File: src/rtl/pss_pkg.sv
package pss_pkg;
   localparam int CLR_W = 24;

   typedef logic [CLR_W-1:0] rgb_t;

   typedef struct packed {
      logic use_dir;
      rgb_t dir_rgb;
      logic eol;
   } pss_slot_t;

   typedef struct packed {
      rgb_t rgb;
      logic eol;
   } pss_out_t;
endpackage

File: src/rtl/pss_tag_decode.sv
module pss_tag_decode #(
   parameter int WORD_W     = 32,
   parameter int TAG_W      = 8,
   parameter int TAG_DIRECT = 3
) (
   input  logic                idx_only,
   input  logic [WORD_W-1:0]   ctrl_word,
   input  logic [WORD_W-1:0]   dir_word,
   output logic                use_dir,
   output pss_pkg::rgb_t       dir_rgb
);
   localparam int TAG_LSB = WORD_W - TAG_W;

   generate
      if (WORD_W < pss_pkg::CLR_W + TAG_W) begin : g_bad_width
         $error("pss_tag_decode: WORD_W too small for colour and tag");
      end
   endgenerate

   logic [TAG_W-1:0] tag;

   always_comb begin
      tag     = ctrl_word[WORD_W-1:TAG_LSB];
      use_dir = !idx_only && (tag == TAG_W'(TAG_DIRECT));
      dir_rgb = dir_word[pss_pkg::CLR_W-1:0];
   end
endmodule

File: src/rtl/pss_line_count.sv
module pss_line_count #(
   parameter int MAX_W = 1024,
   parameter int CW    = $clog2(MAX_W + 1)
) (
   input  logic          clk,
   input  logic          rst_n,
   input  logic          step,
   input  logic [CW-1:0] width,
   output logic          eol
);
   generate
      if (MAX_W < 2) begin : g_bad_max
         $error("pss_line_count: MAX_W must be at least 2");
      end
   endgenerate

   logic [CW-1:0] col;
   logic [CW-1:0] col_nx;

   always_comb begin
      col_nx = col + 1'b1;
      eol    = (col_nx >= width) || (col == CW'(MAX_W - 1));
   end

   always_ff @(posedge clk or negedge rst_n) begin
      if (!rst_n) begin
         col <= '0;
      end else if (step) begin
         col <= eol ? '0 : col_nx;
      end
   end

   a_r6_col_range: assert property (@(posedge clk) disable iff (!rst_n)
      col < CW'(MAX_W));
endmodule

File: src/rtl/pss_delay_line.sv
module pss_delay_line #(
   parameter int LAT = 2,
   parameter int CW  = $clog2(LAT + 1)
) (
   input  logic                clk,
   input  logic                rst_n,
   input  logic                in_vld,
   input  pss_pkg::pss_slot_t  in_slot,
   output logic                out_vld,
   output pss_pkg::pss_slot_t  out_slot,
   output logic [CW-1:0]       inflight
);
   generate
      if (LAT < 1) begin : g_bad_lat
         $error("pss_delay_line: LAT must be at least 1");
      end
   endgenerate

   logic               v [LAT];
   pss_pkg::pss_slot_t s [LAT];

   generate
      for (genvar i = 0; i < LAT; i++) begin : g_stage
         if (i == 0) begin : g_head
            always_ff @(posedge clk or negedge rst_n) begin
               if (!rst_n) v[0] <= 1'b0;
               else        v[0] <= in_vld;
            end
            always_ff @(posedge clk) s[0] <= in_slot;
         end else begin : g_body
            always_ff @(posedge clk or negedge rst_n) begin
               if (!rst_n) v[i] <= 1'b0;
               else        v[i] <= v[i-1];
            end
            always_ff @(posedge clk) s[i] <= s[i-1];
         end
      end
   endgenerate

   always_comb begin
      inflight = '0;
      for (int k = 0; k < LAT; k++) inflight = inflight + CW'(v[k]);
      out_vld  = v[LAT-1];
      out_slot = s[LAT-1];
   end
endmodule

File: src/rtl/pss_out_fifo.sv
module pss_out_fifo #(
   parameter int DEPTH = 4,
   parameter int PW    = $clog2(DEPTH),
   parameter int CW    = $clog2(DEPTH + 1)
) (
   input  logic              clk,
   input  logic              rst_n,
   input  logic              push,
   input  pss_pkg::pss_out_t wdata,
   input  logic              pop,
   output pss_pkg::pss_out_t rdata,
   output logic              vld,
   output logic [CW-1:0]     occ
);
   generate
      if (DEPTH < 2) begin : g_bad_depth
         $error("pss_out_fifo: DEPTH must be at least 2");
      end
   endgenerate

   pss_pkg::pss_out_t mem [DEPTH];
   logic [PW-1:0]     wp, rp;
   logic [CW-1:0]     cnt;

   always_ff @(posedge clk) begin
      if (push) mem[wp] <= wdata;
   end

   always_ff @(posedge clk or negedge rst_n) begin
      if (!rst_n) begin
         wp  <= '0;
         rp  <= '0;
         cnt <= '0;
      end else begin
         if (push) wp <= (wp == PW'(DEPTH - 1)) ? '0 : wp + 1'b1;
         if (pop)  rp <= (rp == PW'(DEPTH - 1)) ? '0 : rp + 1'b1;
         cnt <= cnt + CW'(push) - CW'(pop);
      end
   end

   always_comb begin
      rdata = mem[rp];
      vld   = (cnt != '0);
      occ   = cnt;
   end

   a_r7_no_overflow: assert property (@(posedge clk) disable iff (!rst_n)
      push && !pop |-> cnt < CW'(DEPTH));
   a_r7_no_underflow: assert property (@(posedge clk) disable iff (!rst_n)
      pop |-> cnt != '0);
endmodule

File: src/rtl/pix_src_sel.sv
module pix_src_sel #(
   parameter int IDX_W      = 8,
   parameter int WORD_W     = 32,
   parameter int TAG_W      = 8,
   parameter int TAG_DIRECT = 3,
   parameter int LUT_LAT    = 2,
   parameter int MAX_W      = 1024
) (
   input  logic                          clk,
   input  logic                          rst_n,
   input  logic                          idx_only,
   input  logic [$clog2(MAX_W+1)-1:0]    line_width,
   input  logic                          in_valid,
   output logic                          in_ready,
   input  logic [IDX_W-1:0]              in_idx,
   input  logic [WORD_W-1:0]             in_dir,
   input  logic [WORD_W-1:0]             in_ctrl,
   output logic                          pal_req,
   output logic [IDX_W-1:0]              pal_idx,
   input  logic [pss_pkg::CLR_W-1:0]     pal_rgb,
   output logic                          out_valid,
   input  logic                          out_ready,
   output logic [pss_pkg::CLR_W-1:0]     out_rgb,
   output logic                          out_last
);
   localparam int FIFO_D = LUT_LAT + 2;
   localparam int CNT_W  = $clog2(FIFO_D + 1);
   localparam int LW_W   = $clog2(MAX_W + 1);

   generate
      if (LUT_LAT < 1) begin : g_bad_lat
         $error("pix_src_sel: LUT_LAT must be at least 1");
      end
      if (IDX_W < 1 || IDX_W > 16) begin : g_bad_idx
         $error("pix_src_sel: IDX_W out of range");
      end
   endgenerate

   logic               accept, use_dir, eol, dl_vld, pop;
   pss_pkg::rgb_t      dir_rgb;
   pss_pkg::pss_slot_t in_slot, dl_slot;
   pss_pkg::pss_out_t  wdata, rdata;
   logic [CNT_W-1:0]   occ, inflight;

   pss_tag_decode #(.WORD_W(WORD_W), .TAG_W(TAG_W), .TAG_DIRECT(TAG_DIRECT)) u_dec (
      .idx_only (idx_only),
      .ctrl_word(in_ctrl),
      .dir_word (in_dir),
      .use_dir  (use_dir),
      .dir_rgb  (dir_rgb)
   );

   pss_line_count #(.MAX_W(MAX_W), .CW(LW_W)) u_col (
      .clk  (clk),
      .rst_n(rst_n),
      .step (accept),
      .width(line_width),
      .eol  (eol)
   );

   pss_delay_line #(.LAT(LUT_LAT), .CW(CNT_W)) u_dly (
      .clk     (clk),
      .rst_n   (rst_n),
      .in_vld  (accept),
      .in_slot (in_slot),
      .out_vld (dl_vld),
      .out_slot(dl_slot),
      .inflight(inflight)
   );

   pss_out_fifo #(.DEPTH(FIFO_D), .PW($clog2(FIFO_D)), .CW(CNT_W)) u_buf (
      .clk  (clk),
      .rst_n(rst_n),
      .push (dl_vld),
      .wdata(wdata),
      .pop  (pop),
      .rdata(rdata),
      .vld  (out_valid),
      .occ  (occ)
   );

   always_comb begin
      in_ready = ({1'b0, occ} + {1'b0, inflight}) < (CNT_W + 1)'(FIFO_D);
      accept   = in_valid && in_ready;
      pal_req  = accept && !use_dir;
      pal_idx  = in_idx;
      in_slot  = '{use_dir: use_dir, dir_rgb: dir_rgb, eol: eol};
      wdata    = '{rgb: dl_slot.use_dir ? dl_slot.dir_rgb : pal_rgb, eol: dl_slot.eol};
      pop      = out_valid && out_ready;
      out_rgb  = rdata.rgb;
      out_last = rdata.eol;
   end

   a_r5_req_needs_room: assert property (@(posedge clk) disable iff (!rst_n)
      !in_ready |-> !pal_req);
   a_r4_idx_only_lookup: assert property (@(posedge clk) disable iff (!rst_n)
      idx_only && in_valid && in_ready |-> pal_req);
   a_r7_stall_hold: assert property (@(posedge clk) disable iff (!rst_n)
      out_valid && !out_ready |=> out_valid && $stable(out_rgb) && $stable(out_last));
   a_r9_credit_bound: assert property (@(posedge clk) disable iff (!rst_n)
      ({1'b0, occ} + {1'b0, inflight}) <= (CNT_W + 1)'(FIFO_D));
endmodule

File: config.mk
export PLATFORM = sky130hd
export DESIGN_NAME = pix_src_sel
export DESIGN_NICKNAME = d
export VERILOG_FILES = /design/src/rtl/pss_pkg.sv /design/src/rtl/pss_tag_decode.sv /design/src/rtl/pss_line_count.sv /design/src/rtl/pss_delay_line.sv /design/src/rtl/pss_out_fifo.sv /design/src/rtl/pix_src_sel.sv
export SDC_FILE = /design/constraint.sdc
export NUM_CORES = 1
export LEC_CHECK = 0
export BUFFER_PORTS_ARGS = -buffer_cell sky130_fd_sc_hd__buf_2
export CORE_MARGIN = 4
export CORE_UTILIZATION = 40
export DETAILED_ROUTE_END_ITERATION = 6
export HOLD_SLACK_MARGIN = 0.05
export PLACE_DENSITY = 0.67
export RECOVER_POWER = 100
export SYNTH_ARGS = -nofsm -noshare
export SYNTH_HDL_FRONTEND = slang
export SYNTH_SLANG_ARGS = --single-unit
File: constraint.sdc
create_clock -name clk -period 5.7 [get_ports clk]
set_input_delay 0 -clock clk [delete_from_list [all_inputs] [get_ports clk]]
set_output_delay 0 -clock clk [all_outputs]
set_load 0.005 [all_outputs]
; Word-level counts from Yosys, hierarchy flattened
; Memories as Yosys holds them, arrays and structs flattened.
; Index checks and enable logic that the tools add are counted.
[totals]
latchBits = 0
inputBits = 112
mem_bits_rw = 152
rom_bits = 0
mem_count = 2
output_inout_bits = 36
regBits = 20
[classes]
shifts = 0
eq_ne = 4
add_sub_neg = 7
n_reduce_logical = 8
n_bitwise = 0
multipliers = 0
n_lt_le_gt_ge = 2
div = 0
muxes = 6
[memory_table]
columns = name, words, width, read_ports, rd_ports_with_merged_regs, write_ports, line
row1 = u_buf.mem, 4, 25, 1, 0, 1, pss_out_fifo.sv:21  ; pss_pkg::pss_out_t mem [DEPTH];
row2 = u_dly.s, 2, 26, 2, 0, 2, pss_delay_line.sv:20  ; pss_pkg::pss_slot_t s [LAT];
[op_table]
columns = operator, n
row1 = two-way mux 24 bit, 1
row2 = adder 11 x 1 -> 11 bit (second input constant), 1
row3 = equality test 11 x 10 -> 1 bit (second input constant), 1
row4 = >= comparator 11 bit, 1
row5 = two-way mux 11 bit, 1
row6 = equality test 8 x 2 -> 1 bit (second input constant), 1
row7 = adder 2 x 1 -> 2 bit (second input constant), 2
row8 = adder 3 x 3 -> 4 bit, 1
row9 = equality test 2 bit (second input constant), 2
row10 = logical AND 1 bit, 4
row11 = less-than comparator 4 x 3 -> 1 bit (second input constant), 1
row12 = two-way mux 2 bit, 2
row13 = adder 3 x 1 -> 3 bit, 1
row14 = nonzero test 3 bit, 1
row15 = subtractor 3 x 1 -> 3 bit, 1
row16 = adder 1 x 1 -> 2 bit, 1
row17 = zero test 1 bit, 2
row18 = two-way mux 1 bit, 2
row19 = logical OR 1 bit, 1

; Logic depth before layout (Yosys ltp)
; Gate-level depths: netlist of the first run.
[logic_depth]
ltp_word = 5
depth_mapped = 12
mapped_depth_nobuf = 12

; Modules after synthesis
; A second synthesis of the first run with hierarchy kept.
[unflattened]
hier_cells = 427
hier_area_um2 = 6914.1
[modules_own_cells]
columns = mod, cells_per_inst, area_each_um2, instances, seq_area_each_um2
row1 = pss_out_fifo, 166, 4061.4, 1, 3178.0
row2 = pss_delay_line, 83, 1310.0, 1, 1091.0
row3 = pss_line_count, 108, 913.4, 1, 275.3
row4 = pix_src_sel, 43, 421.7, 1, 0.0
row5 = pss_tag_decode, 27, 207.7, 1, 0.0

; Worst setup path before layout of the first run
; Ideal clock, no wire load.
[synth_timing]
path_kind = reg-to-reg
start = register u_col.col[0]
end = register u_col.col[9]
setup_time_ns = 0.092
stages_incl_launch_ff = 11
slack_ns = 3.287
arrival_time_ns = 2.321
required_ns = 5.608
cell_sequence = dfrtp_1 > ha_1 > and4_1 > nand2_1 > xnor2_1 > ha_1 > a211o_1 > a31oi_1 > o211a_2 > nand2_2 > o31ai_2
[synth_via]
elab_chain_cells = 4
word_cells_on_any_way = 5
[synth_rtl]
columns = item, line
row1 = "start, declared", pss_line_count.sv:17  ; logic [CW-1:0] col;
row2 = "start signal, assigned", pss_line_count.sv:29  ; col <= eol ? '0 : col_nx;
row3 = adder 11 x 1 -> 11 bit, pss_line_count.sv:21  ; col_nx = col + 1'b1;
row4 = >= comparator 11 bit, pss_line_count.sv:22  ; eol = (col_nx >= width) || (col == CW'(MAX_W - 1));
row5 = logical OR 1 bit (*), pss_line_count.sv:22
row6 = net eol, pix_src_sel.sv:39  ; logic accept, use_dir, eol, dl_vld, pop;
row7 = two-way mux 11 bit (*), pss_line_count.sv:29
; Mark *: on every way through the listed nets, which the timed path passes. The rest lies on a longest branch.
; A chain may end at the register's enable or synchronous reset.

; Worst setup path in the final report of the first run
; Same ends and word-level chain as after synthesis.

==> flow_metrics.env, run 1 <==
export IMPL_layout_drive_gt1_share_pct=25.3
export IMPL_setup_violations=0
export IMPL_grt_max_degree=29
export IMPL_worst_slack_ns=2.77
export IMPL_slew_violations=158
export IMPL_cts_sinks=172
export IMPL_final_nets=678
export IMPL_fmax_mhz=342
export IMPL_fin_crit_ns=2.93
export IMPL_fin_skew_ns=0.00778
export IMPL_crit_fanout=7
export IMPL_final_common_cell="edfxtp_1"
export IMPL_hp_class="input port to flip-flop"
export IMPL_wl_met3_um=640
export IMPL_period_share_pct=51.4
export IMPL_syn_area_sq_um=6450
export IMPL_tns_ns=0
export IMPL_synth_adder_area_share_pct=4.38
export IMPL_synth_seq_cells=172
export IMPL_coreArea_sq_um=15800
export IMPL_vias=3620
export IMPL_synth_xor_area_share_pct=1.09
export IMPL_htreeDepth=4
export IMPL_final_util_pct=52.2
export IMPL_synth_cell_type_count=47
export IMPL_antenna_cells=0
export IMPL_hold_violations=0
export IMPL_final_cells=773
export IMPL_hpwl_mm=7.24
export IMPL_critPathArrivalTime_ns=3.26
export IMPL_start_util_pct=40.8
export IMPL_via_per_inst=4.68
export IMPL_cts_setup_buffers=0
export IMPL_grt_usage_pct=13.8
export IMPL_ir_drop_v=0.000272
export IMPL_end_kind="flip-flop"
export IMPL_cpMaxStageDelayCell="dfrtp_1"
export IMPL_clockBufferDepth=2
export IMPL_cts_made_buffers=17
export IMPL_root_buffer="clkbuf_16"
export IMPL_worst_slew_pin_slew_ns=2.04
export IMPL_place_ws_ns=2.92
export IMPL_wl_met2_mm=5.86
export IMPL_whs_ns=0.171
export IMPL_grt_pass1_vias=3830
export IMPL_crit_buf_inv=1
export IMPL_crit_chain="nand2_1 > nor3_1 > and3_1 > xnor2_1 > inv_1 > ha_1 > a21o_1 > a21oi_1 > o211a_2 > nand2_1 > o31ai_2"
export IMPL_grt_setup_unrepaired="false"
export IMPL_overflow=0
export IMPL_drv_cap=6
export IMPL_clk_pin_slew_ns=0.06
export IMPL_ys_seq_area_share_pct=70.5
export IMPL_synth_ff_type="edfxtp_1"
export IMPL_syn_inst=383
export IMPL_io_pins=148
export IMPL_syn_num_nets=517
export IMPL_cpPeakStageDelay_ns=0.44
export IMPL_highest_layer="met4"
export IMPL_route_layer_met1_wl_mm=5.20
export IMPL_synth_warnings=0
export IMPL_status="finished, violations left"
export IMPL_start_kind="flip-flop"
export IMPL_gp_congestion=0.758
export IMPL_placed_cells=681
export IMPL_ant_nets=0
export IMPL_clock_latency_ns=0.42
export IMPL_num_rows=46
export IMPL_power_density_nw_per_um2=425
export IMPL_slew_headroom_pct=-36.2
export IMPL_cts_tree="yes"
export IMPL_drtIter0Drc=131
export IMPL_cp_common_cell="nand2_1"
export IMPL_cp_top_family="simple AND/OR/NAND/NOR gates"
export IMPL_wl_per_cell_um=15.3
export IMPL_port_buffers=99
export IMPL_antenna_found_initial=0
export IMPL_wl_mm=11.8
export IMPL_dr_pass1_iters=4
export IMPL_muxShareOfSynthArea_pct=13.1
export IMPL_async_flop_share_pct=11.6
export IMPL_synth_edf_count=100
export IMPL_worstPathRequired_ns=6.03
export IMPL_die_y_um=135
export IMPL_crit_type="flip-flop to flip-flop"
export IMPL_final_cell_mix="edfxtp_1, buf_2, dlygate4sd3_1, dfxtp_1"
export IMPL_drc=0
export IMPL_synthSimpleGateAreaFrac_pct=5.22
export IMPL_hold_buffers=60
export IMPL_grt_pass1_wl_mm=18.9
export IMPL_p_leak_nw=3.23
export IMPL_die_area_sq_um=18200
export IMPL_syn_avg_cell_area_sq_um=16.8
export IMPL_die_x_um=135
export IMPL_area_growth_syn_to_layout_pct=28.0
export IMPL_synth_compound_area_share_pct=2.79
export IMPL_violations="max-capacitance violations, max-slew violations"
export IMPL_synth_top_family_by_area="multiplexers"
export IMPL_ctsResizeCount=0
worst paths after layout:
| path | start | end | slack [ns] | cells after the start |
|---|---|---|---|---|
| setup / recovery | u_col.col[0] | u_col.col[9] | 2.77 | 11 |
| hold / removal | in_valid | u_col.col[9] | 0.17 | 3 |
| setup reg to reg | u_col.col[0] | u_col.col[9] | 2.77 | 11 |
| hold reg to reg | u_dly.s[0][0] | u_dly.s[0][26] | 0.32 | 0 |
| max in group asynchronous | rst_n | u_buf.rp[1] | 4.72 | 2 |
| min in group asynchronous | rst_n | u_col.col[1] | 0.31 | 2 |
logic make-up after synthesis:
group / count (synthesis)
XOR/XNOR: 8
flip-flops: 172
buffers and inverters: 40
adder cells (fa/ha/maj): 22
AO/OA/AOI/OAI: 27
multiplexers: 50
AND/OR/NAND/NOR: 64
registers in the layout, indices dropped and copies added (netlist names):
register and count:
u_dly.v 1, u_buf.rp 2, u_buf.wp 2, u_dly.s 52, u_buf.occ 3, u_buf.mem 100, u_dly.out_vld 1, u_col.col 11
through the flow:
step / total power [mW] / area (sq um)
2_1_floorplan: 2.14 / 6450
3_3_place_gp: 2.40 / 7120
3_5_place_dp: 2.44 / 7120
4_1_cts: 3.59 / 8300
5_1_grt: 3.73 / 8260
6_report: 3.51 / 8260
synthesized netlist by cell type, types with 3 or more instances:
cell type    n  area (sq um)
buf_4        9          67.6
and2_1       4          25.0
a21o_1       3          22.5
o21ai_0      3          15.0
edfxtp_1   100          3000
dfxtp_1     52          1040
ha_1        21           263
mux2_2      25           282
dfrtp_1     20           500
nand2_1     24          90.1
nand3b_1     3          22.5
nand3_1      8          40.0
xnor2_1      6          52.6
nor2_1       4          15.0
nand4_1      3          18.8
buf_2        6          30.0
o21ai_1      7          35.0
clkbuf_1     3          11.3
mux4_2      25           563
inv_1       20          75.1
nor2b_1      3          18.8
metal layers:
layer / up-vias / global-route usage, %
li1: 1749 / -
met1: 1761 / 17.3
met2: 98 / 22.5
met3: 12 / 5.10
met4: 0 / 4.37
met5: - / 0
worst min-delay path, stage by stage:
cell and delay (ns):
buf_2 0.09, nand2_1 0.36, o31ai_2 0.09
report_power, final:
part | switching, mW | internal, mW | total (mW)
clock network | 0.463 | 0.645 | 1.11
logic | 0.350 | 0.399 | 0.748
registers | 0.150 | 1.50 | 1.65
total | 0.962 | 2.55 | 3.51
final cells by class:
class / count / area [sq um]
Clock buffer: 18 / 429
Clock inverter: 14 / 144
Inverter: 21 / 78.8
Tap cell: 216 / 270
Fill cell: 1347 / 7570
Multi-Input combinational cell: 171 / 1710
Sequential cell: 172 / 4540
Timing Repair Buffer: 161 / 1080
Note: power is estimated with default switching activity, not from simulation.
==> inputs of run 2 (changes only) <==
==> constraint.sdc (replaced) <==
create_clock -name clk -period 2.9 [get_ports clk]
set_input_delay 0 -clock clk [delete_from_list [all_inputs] [get_ports clk]]
set_output_delay 0 -clock clk [all_outputs]
set_load 0.005 [all_outputs]
==> run 2 against run 1 <==
  * The flow still finishes with violations (max-capacitance violations, max-slew violations)
  * Clock-buffer cell count rose by 1
  * Fmax rose by 8.1%
  * Largest power group unchanged
  * Worst setup slack got worse by 2.6 ns
  * Clock skew rose by 0.00090 ns
  * Critical path type unchanged
==> flow_metrics.env, run 2 (same netlist as run 1, synthesis figures left out) <==
export IMPL_wl_mm=12.1
export IMPL_drtIter0Drc=131
export IMPL_grt_pass1_wl_mm=19.1
export IMPL_fin_crit_ns=2.71
export IMPL_clk_pin_slew_ns=0.06
export IMPL_grt_usage_pct=13.8
export IMPL_worstPathRequired_ns=3.24
export IMPL_wl_met3_um=653
export IMPL_area_growth_syn_to_layout_pct=28.9
export IMPL_crit_fanout=5
export IMPL_final_cell_mix="edfxtp_1, buf_2, dlygate4sd3_1, dfxtp_1, clkbuf_1"
export IMPL_start_kind="flip-flop"
export IMPL_dr_pass1_iters=6
export IMPL_cpMaxStageDelayCell="dfrtp_1"
export IMPL_hp_class="input port to flip-flop"
export IMPL_grt_max_degree=26
export IMPL_layout_drive_gt1_share_pct=25.8
export IMPL_largest_reg_flops=100
export IMPL_die_y_um=135
export IMPL_root_buffer="clkbuf_16"
export IMPL_final_cells=779
export IMPL_overflow=0
export IMPL_num_rows=46
export IMPL_ant_nets=0
export IMPL_start_util_pct=40.8
export IMPL_regMostFlops="u_buf.mem"
export IMPL_hpwl_mm=7.49
export IMPL_highest_layer="met4"
export IMPL_clockBufferDepth=2
export IMPL_antenna_found_initial=0
export IMPL_hold_violations=0
export IMPL_drv_cap=2
export IMPL_end_kind="flip-flop"
export IMPL_via_per_inst=4.70
export IMPL_cp_top_family="compound AO/OA/AOI/OAI gates"
export IMPL_io_pins=148
export IMPL_antenna_cells=0
export IMPL_die_x_um=135
export IMPL_final_common_cell="edfxtp_1"
export IMPL_grt_pass1_vias=3815
export IMPL_slew_violations=51
export IMPL_placed_area_sq_um=7150
export IMPL_fmax_mhz=369
export IMPL_postLayoutCellArea_sq_um=8320
export IMPL_ir_drop_v=0.000768
export IMPL_crit_chain="ha_1 > and4_1 > nand2_1 > xnor2_1 > ha_1 > a211o_1 > a31oi_1 > o211a_2 > nand3_1 > o22ai_1"
export IMPL_p_leak_nw=3.26
export IMPL_slew_headroom_pct=-32.0
export IMPL_gp_congestion=0.762
export IMPL_tns_ns=0
export IMPL_cts_tree="yes"
export IMPL_drc=0
export IMPL_clock_latency_ns=0.42
export IMPL_setup_violations=0
export IMPL_wl_per_cell_um=15.6
export IMPL_htreeDepth=4
export IMPL_violations="max-capacitance violations, max-slew violations"
export IMPL_grt_setup_unrepaired="false"
export IMPL_whs_ns=0.204
export IMPL_status="finished, violations left"
export IMPL_die_area_sq_um=18200
export IMPL_cpPeakStageDelay_ns=0.41
export IMPL_coreArea_sq_um=15800
export IMPL_final_nets=684
export IMPL_placed_cells=684
export IMPL_crit_buf_inv=0
export IMPL_worst_slew_pin_slew_ns=1.98
export IMPL_cp_common_cell="ha_1"
export IMPL_wl_met2_mm=6.10
export IMPL_cts_sinks=172
export IMPL_fin_skew_ns=0.00868
export IMPL_cts_made_buffers=17
export IMPL_route_layer_met1_wl_mm=5.21
export IMPL_vias=3664
export IMPL_power_density_nw_per_um2=835
export IMPL_crit_type="flip-flop to flip-flop"
export IMPL_power_total_mw=6.94
export IMPL_period_share_pct=93.4
export IMPL_reg_top3="u_buf.mem (100), u_dly.s (52), u_col.col (11)"
export IMPL_port_buffers=99
export IMPL_critPathArrivalTime_ns=3.04
-- run 2: where the power goes --
group / internal (mW) / total (mW) / switching [mW]
Combinational: 0.795 / 1.54 / 0.744
Sequential: 2.95 / 3.22 / 0.264
Clock: 1.27 / 2.19 / 0.912
Total: 5.02 / 6.94 / 1.92
-- run 2: cell type report --
type / count / area (sq um)
Fill cell: 1321 / 7510
Clock inverter: 13 / 144
Clock buffer: 19 / 433
Inverter: 21 / 78.8
Sequential cell: 172 / 4550
Timing Repair Buffer: 167 / 1120
Tap cell: 216 / 270
Multi-Input combinational cell: 171 / 1720
-- run 2: repair_timing --
action | in CTS | in global routing
resized for setup | 0 | 5
setup buffers | 0 | 2
endpoints found under the setup margin | 0 | 8
hold endpoints to repair | 157 | 0
hold buffers | 61 | 0
-- run 2: layer usage --
layer,track usage [%],vias to the layer above
met5,0,-
met4,4.31,0
met3,4.81,11
met2,22.9,102
met1,17.2,1790
li1,-,1761
-- run 2: per-stage QoR --
step	utilization [%]	setup slack [ns]
6_report	52.5	0.192
4_1_cts	52.7	0.147
5_1_grt	52.5	0.00812
3_5_place_dp	45.2	0.163
2_1_floorplan	-	0.487
3_3_place_gp	45.2	0.225
-- run 2: path summary, 6_finish.rpt --
| check | from | end | slack (ns) | cells after the start |
|---|---|---|---|---|
| min | line_width[10] | u_col.col[10] | 0.20 | 7 |
| min reg2reg | u_dly.s[0][0] | u_dly.s[0][26] | 0.33 | 0 |
| max | u_col.col[0] | u_col.col[8] | 0.19 | 10 |
| max reg2reg | u_col.col[0] | u_col.col[8] | 0.19 | 10 |
| min in group asynchronous | rst_n | u_col.col[1] | 0.32 | 2 |
| max in group asynchronous | rst_n | u_col.col[3] | 1.82 | 2 |
-- run 2: worst reg2reg max path, stage by stage, from the launching register on --
cell and delay (ns):
dfrtp_1 0.41, ha_1 0.25, and4_1 0.21, nand2_1 0.06
xnor2_1 0.24, ha_1 0.31, a211o_1 0.29, a31oi_1 0.19
o211a_2 0.27, nand3_1 0.20, o22ai_1 0.19
==> inputs of run 3 (changes only) <==
--- a/config.mk
+++ b/config.mk
@@ -6,7 +6,6 @@
 export NUM_CORES = 1
 export LEC_CHECK = 0
 export BUFFER_PORTS_ARGS = -buffer_cell sky130_fd_sc_hd__buf_2
-export CORE_MARGIN = 4
 export CORE_UTILIZATION = 40
 export DETAILED_ROUTE_END_ITERATION = 6
 export HOLD_SLACK_MARGIN = 0.05
==> run 3 against run 2 <==
  * Worst setup slack improved by 0.064 ns
  * Highest routed layer unchanged
  * Core utilization fell by 0.21 points
  * Largest power group unchanged
  * The flow still finishes with violations (max-capacitance violations, max-slew violations)
  * Via count barely moved
  * Die area fell by 8.7%
  * Design area fell by 0.41%
==> flow_metrics.env, run 3 (same netlist as run 1, synthesis figures left out) <==
export IMPL_cts_tree="yes"
export IMPL_die_x_um=129
export IMPL_reg_top3="u_buf.mem (100), u_dly.s (52), u_col.col (11)"
export IMPL_clkPwrFrac_pct=30.5
export IMPL_tns_ns=0
export IMPL_overflow=0
export IMPL_power_density_nw_per_um2=824
export IMPL_crit_type="flip-flop to flip-flop"
export IMPL_die_y_um=129
export IMPL_cts_setup_buffers=0
export IMPL_end_kind="flip-flop"
export IMPL_route_layer_met1_wl_mm=5.22
export IMPL_internal_power_mw=4.93
export IMPL_crit_fanout=6
export IMPL_port_buffers=99
export IMPL_grt_pass1_wl_mm=18.1
export IMPL_clockBufferDepth=2
export IMPL_cpMaxStageDelayCell="dfrtp_1"
export IMPL_ant_nets=0
export IMPL_start_kind="flip-flop"
export IMPL_cts_made_buffers=17
export IMPL_final_nets=682
export IMPL_io_pins=148
export IMPL_seq_area_sq_um=4550
export IMPL_coreArea_sq_um=15800
export IMPL_wl_met3_um=468
export IMPL_slew_violations=51
export IMPL_p_sw_mw=1.89
export IMPL_antenna_found_initial=0
export IMPL_slew_headroom_pct=-31.9
export IMPL_area_growth_syn_to_layout_pct=28.4
export IMPL_p_seq_share_pct=46.6
export IMPL_grt_max_degree=26
export IMPL_fin_skew_ns=0.0103
export IMPL_drtIter0Drc=208
export IMPL_setup_violations=0
export IMPL_highest_layer="met4"
export IMPL_critPathArrivalTime_ns=2.98
export IMPL_via_per_inst=4.72
export IMPL_hold_violations=0
export IMPL_fillers=1348
export IMPL_wl_met2_mm=5.74
export IMPL_die_area_sq_um=16600
export IMPL_start_util_pct=40.8
export IMPL_largest_reg_flops=100
export IMPL_grt_pass1_vias=3658
export IMPL_power_total_mw=6.82
export IMPL_layout_drive_gt1_share_pct=26.7
export IMPL_wl_per_cell_um=14.9
export IMPL_crit_chain="nand2_1 > nor3_4 > and3_1 > xnor2_1 > inv_1 > ha_1 > a21o_1 > a21oi_1 > o211a_2 > nand3_1 > o21ai_0"
export IMPL_fmax_mhz=378
export IMPL_combPwrFrac_pct=22.9
export IMPL_p_leak_nw=3.26
export IMPL_gp_congestion=0.765
export IMPL_grt_usage_pct=14.9
export IMPL_cp_top_family="compound AO/OA/AOI/OAI gates"
export IMPL_violations="max-capacitance violations, max-slew violations"
export IMPL_final_cell_mix="edfxtp_1, buf_2, dlygate4sd3_1, dfxtp_1, mux4_2"
export IMPL_regMostFlops="u_buf.mem"
export IMPL_worst_slew_pin_slew_ns=1.98
export IMPL_clk_pin_slew_ns=0.06
export IMPL_period_share_pct=91.2
export IMPL_hpwl_mm=7.16
export IMPL_clock_latency_ns=0.42
export IMPL_vias=3665
export IMPL_crit_buf_inv=1
export IMPL_num_rows=46
export IMPL_worstPathRequired_ns=3.23
export IMPL_wl_mm=11.6
export IMPL_grt_setup_unrepaired="false"
export IMPL_dr_pass1_iters=4
export IMPL_postLayoutCellArea_sq_um=8280
export IMPL_cpPeakStageDelay_ns=0.44
export IMPL_htreeDepth=4
export IMPL_switching_share_pct=27.7
export IMPL_drv_cap=2
export IMPL_hp_class="input port to flip-flop"
export IMPL_multiInputGateArea_sq_um=1730
export IMPL_ir_drop_v=0.000484
export IMPL_antenna_cells=0
export IMPL_drc=0
export IMPL_status="finished, violations left"
export IMPL_placed_area_sq_um=7150
export IMPL_final_common_cell="edfxtp_1"
export IMPL_root_buffer="clkbuf_16"
export IMPL_cts_sinks=172
export IMPL_fin_crit_ns=2.64
[run 3: what timing repair did]
| action | 4_1_cts | 5_1_grt |
|---|---|---|
| endpoints found under the hold margin | 155 | 0 |
| gates resized for setup | 0 | 5 |
| hold buffers | 61 | 0 |
| endpoints found under the setup margin | 0 | 10 |
[run 3: area by class of cell]
class	instances	area share, %
flip-flops and latches	172	54.9
clock buffers	22	5.86
well taps	216	3.26
multi-input cells	171	20.9
clock inverters	10	0.771
inverters	21	0.952
repair buffers	165	13.4
[run 3: routing by layer]
layer  global-route usage, %  vias up
met1                    18.5     1816
li1                        -     1758
met4                    4.57        0
met2                    24.9       78
met3                    4.57       13
met5                       0        -
[run 3: power by group through the flow]
stage | clock network [mW] | logic, mW | registers, mW
floorplan | 0 | 1.09 | 3.10
global placement | 0 | 1.53 | 3.21
detailed placement | 0 | 1.58 | 3.23
CTS | 2.14 | 1.65 | 3.18
global route | 2.24 | 1.75 | 3.23
finish | 2.08 | 1.56 | 3.18
[run 3: stage by stage]
stage / utilization (%) / std cells / hold slack, ns / worst slack [ns]
after global routing: 52.3 / 777 / 0.204 / 0.00627
after detailed placement: 45.2 / 684 / -0.0187 / 0.168
after CTS: 52.5 / 777 / 0.0600 / 0.174
after floorplan: - / 383 / -0.296 / 0.487
after global placement: 45.2 / 684 / -0.0245 / 0.238
final: 52.3 / 777 / 0.194 / 0.256
[run 3: worst paths after layout]
| check | start | to | slack, ns | depth (start not counted) |
|---|---|---|---|---|
| max | u_col.col[5] | u_col.col[1] | 0.26 | 11 |
| min | line_width[10] | u_col.col[10] | 0.19 | 7 |
| max reg2reg | u_col.col[5] | u_col.col[1] | 0.26 | 11 |
| min reg2reg | u_dly.s[0][7] | u_dly.s[0][33] | 0.32 | 0 |
| max in group asynchronous | rst_n | u_col.col[0] | 1.84 | 2 |
| min in group asynchronous | rst_n | u_col.col[5] | 0.32 | 2 |
[run 3: tightest hold or removal path, cell delays in order]
cell	delay (ns)
buf_2	0.09
inv_1	0.04
ha_1	0.13
a21oi_1	0.05
o21a_1	0.12
nand3_1	0.08
a21boi_1	0.06
